[config.mk]
export PLATFORM = sky130hd
export DESIGN_NAME = corr_score_combine
export DESIGN_NICKNAME = d
export VERILOG_FILES = /design/src/rtl/corr_score_combine_pkg.sv /design/src/rtl/cs_weigh.sv /design/src/rtl/cs_delay.sv /design/src/rtl/cs_cascade.sv /design/src/rtl/corr_score_combine.sv
export SDC_FILE = /design/constraint.sdc
export NUM_CORES = 1
export LEC_CHECK = 0
export BUFFER_PORTS_ARGS = -buffer_cell sky130_fd_sc_hd__buf_2
export CAP_MARGIN = 40
export CORE_AREA = 5 5 204 206
export CTS_CLUSTER_DIAMETER = 200
export CTS_CLUSTER_SIZE = 28
export DETAILED_ROUTE_END_ITERATION = 8
export DIE_AREA = 0 0 209 211
export PLACE_DENSITY_LB_ADDON = 0.3
export SETUP_SLACK_MARGIN = 0.3
export SLEW_MARGIN = 20
export SYNTH_ARGS = -nofsm -noshare
export SYNTH_HDL_FRONTEND = slang
export SYNTH_SLANG_ARGS = --single-unit
[constraint.sdc]
create_clock -name clk -period 8.42 [get_ports clk]
set_clock_uncertainty 0.15 [all_clocks]
set_input_delay 0.842 -clock clk [delete_from_list [all_inputs] [get_ports clk]]
set_output_delay 0.842 -clock clk [all_outputs]
set_load 0.03 [all_outputs]
[src/rtl/corr_score_combine_pkg.sv]
package corr_score_combine_pkg;

  parameter int NSTG   = 8;
  parameter int TAPS   = 32;
  parameter int CNT_W  = $clog2(TAPS + 1);
  parameter int FULL_W = 13;
  parameter int HALF_W = 9;
  parameter int DLY_W  = 4;
  parameter int MAX_DLY = (1 << DLY_W) - 1;
  localparam int HALF_STG = NSTG / 2;

  typedef struct packed {
    logic              dual;
    logic [FULL_W-1:0] a;
    logic [HALF_W-1:0] b;
  } score_t;

  localparam int SCORE_W = $bits(score_t);

  // Weighted sum of stages first..first+n-1; the stage at position p
  // inside the range is shifted by p mod 2^glog.
  function automatic logic [FULL_W-1:0] weigh_range(
      input logic [NSTG*CNT_W-1:0] cnt,
      input int                    first,
      input int                    n,
      input logic [1:0]            glog);
    logic [FULL_W-1:0] acc;
    int                mask;
    mask = (1 << glog) - 1;
    acc  = '0;
    for (int s = 0; s < NSTG; s++) begin
      if (s >= first && s < first + n)
        acc = acc + (FULL_W'(cnt[s*CNT_W +: CNT_W]) << ((s - first) & mask));
    end
    return acc;
  endfunction

  function automatic logic [1:0] dual_glog(input logic [1:0] sel);
    return (sel == 2'd3) ? 2'd2 : sel;
  endfunction

endpackage

[src/rtl/cs_weigh.sv]
module cs_weigh
  import corr_score_combine_pkg::*;
(
  input  logic                    clk,
  input  logic                    rst_n,
  input  logic [NSTG*CNT_W-1:0]   stage_cnt,
  input  logic [1:0]              bit_sel,
  input  logic                    dual,
  input  logic [FULL_W-1:0]       off_a,
  input  logic [HALF_W-1:0]       off_b,
  output score_t                  score_q
);

  score_t            score_d;
  logic [FULL_W-1:0] sum_all;
  logic [FULL_W-1:0] sum_hi;
  logic [FULL_W-1:0] sum_lo;
  logic [1:0]        glog_d;

  always_comb begin
    glog_d  = dual_glog(bit_sel);
    sum_all = weigh_range(stage_cnt, 0, NSTG, bit_sel);
    sum_hi  = weigh_range(stage_cnt, HALF_STG, HALF_STG, glog_d);
    sum_lo  = weigh_range(stage_cnt, 0, HALF_STG, glog_d);
  end

  always_comb begin
    score_d.dual = dual;
    if (dual) begin
      score_d.a = FULL_W'(HALF_W'(sum_hi[HALF_W-1:0] + off_a[HALF_W-1:0]));
      score_d.b = HALF_W'(sum_lo[HALF_W-1:0] + off_b);
    end else begin
      score_d.a = sum_all + off_a;
      score_d.b = '0;
    end
  end

  always_ff @(posedge clk or negedge rst_n) begin
    if (!rst_n) score_q <= '0;
    else        score_q <= score_d;
  end

endmodule

[src/rtl/cs_delay.sv]
module cs_delay #(
  parameter int W     = 23,
  parameter int DEPTH = 15,
  parameter int SEL_W = 4
) (
  input  logic             clk,
  input  logic             rst_n,
  input  logic [SEL_W-1:0] sel,
  input  logic [W-1:0]     din,
  output logic [W-1:0]     tap
);

  logic [W-1:0] chain [DEPTH+1];

  assign chain[0] = din;

  for (genvar i = 1; i <= DEPTH; i++) begin : g_stage
    always_ff @(posedge clk or negedge rst_n) begin
      if (!rst_n) chain[i] <= '0;
      else        chain[i] <= chain[i-1];
    end
  end

  always_comb begin
    tap = din;
    for (int i = 1; i <= DEPTH; i++)
      if (int'(sel) == i) tap = chain[i];
  end

endmodule

[src/rtl/cs_cascade.sv]
module cs_cascade
  import corr_score_combine_pkg::*;
(
  input  logic              clk,
  input  logic              rst_n,
  input  score_t            tap,
  input  logic [FULL_W-1:0] casc_in,
  output logic [FULL_W-1:0] cas_out,
  output logic [HALF_W-1:0] aux_out
);

  logic [FULL_W-1:0] cas_d;
  logic [HALF_W-1:0] aux_d;

  always_comb begin
    if (tap.dual) begin
      cas_d = FULL_W'(tap.a[HALF_W-1:0]);
      aux_d = tap.b;
    end else begin
      cas_d = tap.a + casc_in;
      aux_d = '0;
    end
  end

  always_ff @(posedge clk or negedge rst_n) begin
    if (!rst_n) begin
      cas_out <= '0;
      aux_out <= '0;
    end else begin
      cas_out <= cas_d;
      aux_out <= aux_d;
    end
  end

endmodule

[src/rtl/corr_score_combine.sv]
module corr_score_combine
  import corr_score_combine_pkg::*;
(
  input  logic                  clk,
  input  logic                  rst_n,
  input  logic [NSTG*CNT_W-1:0] stage_cnt,
  input  logic [1:0]            bit_sel,
  input  logic                  dual,
  input  logic [FULL_W-1:0]     off_a,
  input  logic [HALF_W-1:0]     off_b,
  input  logic [DLY_W-1:0]      dly_sel,
  input  logic [FULL_W-1:0]     casc_in,
  output logic [FULL_W-1:0]     cas_out,
  output logic [HALF_W-1:0]     aux_out
);

  // Named internal events, observed by the bound checker.
  score_t             s1_score;
  score_t             tap_score;
  logic [SCORE_W-1:0] tap_flat;

  cs_weigh u_weigh (
    .clk       (clk),
    .rst_n     (rst_n),
    .stage_cnt (stage_cnt),
    .bit_sel   (bit_sel),
    .dual      (dual),
    .off_a     (off_a),
    .off_b     (off_b),
    .score_q   (s1_score)
  );

  cs_delay #(
    .W     (SCORE_W),
    .DEPTH (MAX_DLY),
    .SEL_W (DLY_W)
  ) u_delay (
    .clk   (clk),
    .rst_n (rst_n),
    .sel   (dly_sel),
    .din   (s1_score),
    .tap   (tap_flat)
  );

  assign tap_score = score_t'(tap_flat);

  cs_cascade u_casc (
    .clk     (clk),
    .rst_n   (rst_n),
    .tap     (tap_score),
    .casc_in (casc_in),
    .cas_out (cas_out),
    .aux_out (aux_out)
  );

endmodule

==> results.txt <==
Initial antenna violation count: 2
Drt pass-1 iters: 8
Total GRT Usage: 0.220
Hold Crit Depth: 0
Mux cell area share after synthesis: 0.0649
1st-iter DRT viols: 965
Min-Delay Path Class: flop to flop
Commonest non-fill, non-tap cell in the layout: dfrtp_1
# setup viols final: 0
Number of synthesized flops with an enable pin: 0
Count of pins over their slew limit: 0
Max-cap violations: 0
Synth Register Bits: 390
Congestion Overflow GR: 0
TritonCTS clock tree: yes
Startpoint types: primary input
Relative slew slack: 0.432
Count of different cell masters after synthesis: 82
Fraction of the cycle the final worst path needs: 0.666
First-pass GRT wire length: 78200 um
Async SR Flop Fraction: 1.00
Yosys warns: 0
Drt wl/cell: 21.1 um
Initial Utilization: 0.493
Clock Tree Buf Depth: 3
Routability cong.: 0.959
Die height: 211 um
# rows: 73
Pleak: 9.82 nW
CTS sink count: 390
Main combinational cell family by area after synthesis: adder cells
Htree depth: 1
Routed WL: 48400 um
Hold Slack: 0.226 ns
Core area: 0.0395 sq mm
Reg2Reg Depth: 14
Status: complete, no violations
Critical path fanouts, max: 32
Cts repair resizes: 0
Die ar.: 0.0441 sq mm
RSZ-0062 raised after global routing: false
Worst-Skew Late Latency: 0.51 ns
FILL cells: 3519
Achievable Freq: 178 MHz
DP HPWL: 34600 um
Commonest cells after routing, fill and taps aside: 390 x dfrtp_1, 141 x inv_1, 120 x a21oi_1, 115 x o21ai_0, 111 x buf_2
Proportion of layout cells with a drive suffix above 1: 0.128
PortBufs: 113
Hold buffers post-CTS: 0
DR vias/cell: 5.77
Pin count of the biggest net entering global routing: 141
Synthesized net count: 1950
Power Total: 0.00629 W
Mapped Cells: 1698
# IOs: 114
Via count: 13200
Area growth syn-to-layout: 7.93%
Adder-Cell Fraction of Synth Area: 0.143
Synth Cell Area: 0.0195 sq mm
Syn_area_per_cell: 11.5 sq um
Setup CP Type: primary input to flop
XOR/XNOR Fraction of Synth Area: 0.0167
Seq/Total Area, Yosys: 0.501
CTS clk-pin slew, worst paths: 0.11 ns
Post-CTS setup buffers: 0
Root buffer cell: clkbuf_16
DRT antenna net count: 0
Arr. time, crit path: 5.84 ns
Tmin final: 5.61 ns
Die W: 209 um
Hold Violations, Final: 0
Final TNS setup: 0 ns
TritonCTS buffer count: 17
Worst EP required: 8.65 ns
Power density cells: 300 mW/mm^2
Synth Area in Compound Gates: 0.141
# DRC: 0
Synth Area in Simple Gates: 0.0825
Crit end category: flop
Nets: 2021
Main flop type after synthesis: dfrtp_1
Vias in the first global route: 13900
Worst VDD drop: 0.000127 V
Worst slew pin tran: 0.853 ns
# diodes: 0
==> final timing paths <==
path,startpoint,end,slack [ns]
max,bit_sel[0],u_weigh.score_q[21],2.81
min,u_delay.chain[306],u_delay.chain[283],0.23
max reg2reg,u_delay.chain[33],u_casc.cas_out[12],4.52
min reg2reg,u_delay.chain[306],u_delay.chain[283],0.23
max in group asynchronous,rst_n,u_delay.chain[241],6.50
min in group asynchronous,rst_n,u_casc.aux_out[3],0.25
==> flip-flops by register name, indices dropped and copies added (netlist names) <==
name             cells
u_casc.aux_out       9
u_casc.cas_out      13
u_weigh.score_q     23
u_delay.chain      345
==> synth_stat cells (9+ instances only) <==
cell / n / area share
nor2_1: 86 / 0.017
o21ai_0: 115 / 0.030
clkbuf_1: 45 / 0.0087
and2_1: 20 / 0.0064
o21a_1: 13 / 0.0050
nand2b_1: 18 / 0.0058
a211oi_1: 12 / 0.0046
nand2_1: 102 / 0.020
a22oi_1: 15 / 0.0058
mux2i_1: 68 / 0.035
a32oi_1: 9 / 0.0041
nand3_1: 11 / 0.0028
ha_1: 57 / 0.037
mux2_2: 24 / 0.014
a21o_1: 14 / 0.0054
nor3_1: 22 / 0.0057
inv_1: 141 / 0.027
fa_1: 103 / 0.11
xnor2_1: 29 / 0.013
o22ai_1: 31 / 0.010
o221ai_1: 18 / 0.0081
a21oi_1: 120 / 0.031
or2_2: 10 / 0.0032
nor2b_1: 20 / 0.0064
and3_1: 12 / 0.0039
buf_2: 35 / 0.0090
dfrtp_1: 390 / 0.50
==> per-layer routing <==
layer / share of wire / global-route usage / wire (um)
met4: 0.029 / 0.0610 / 1390
met5: 0.00045 / 0 / 22
met1: 0.43 / 0.313 / 20900
met3: 0.061 / 0.0258 / 2940
met2: 0.48 / 0.364 / 23100
==> through the flow <==
stage                     cell area [sq um]  setup WS (ns)  cells   util
after floorplan                       19500           2.39   1698      -
after global placement                20500           2.13   2271  0.520
after detailed placement              20600           2.31   2274  0.521
after CTS                             21000           2.83   2292  0.532
after global routing                  21000           2.45   2293  0.532
final                                 21000           2.81   2293  0.532
==> cell type report <==
cell class,instances,area [sq um],share of cell area
Inverter,143,537,0.0256
Clock buffer,18,439,0.0209
Multi-Input combinational cell,1070,8710,0.415
Sequential cell,390,9760,0.465
Timing Repair Buffer,147,903,0.0430
Tap cell,525,657,0.0313
==> report_power, final <==
group | total, W | internal [W] | switching [W]
combinational | 0.00234 | 0.00105 | 0.00128
sequential | 0.00303 | 0.00262 | 0.000413
clock | 0.000923 | 0.000376 | 0.000547
total | 0.00629 | 0.00405 | 0.00224
==> worst max-delay path, stage by stage <==
cell and delay [ns]:
buf_2 0.29, nor2_1 0.16, buf_4 0.29, mux2i_1 0.34, nor2_1 0.10, fa_1 0.49
fa_1 0.51, fa_1 0.49, inv_1 0.05, fa_1 0.43, inv_1 0.06, ha_1 0.15
inv_1 0.06, fa_1 0.45, nor2b_1 0.14, o21a_1 0.13, o21ai_0 0.14, a21oi_1 0.28
o21ai_0 0.17, xnor2_1 0.17, nor2_1 0.06
==> cell families (layout without fill, tap and decap cells) <==
family / Yosys count / in the layout
DFF: 390 / 390
adders and majority gates: 160 / 160
and+or+nand+nor: 333 / 333
muxes: 109 / 109
buffers and inverters: 238 / 308
xor gates and xnor gates: 37 / 37
AOI/OAI and AO/OA: 431 / 431
Power figures use the tool's default switching activity.
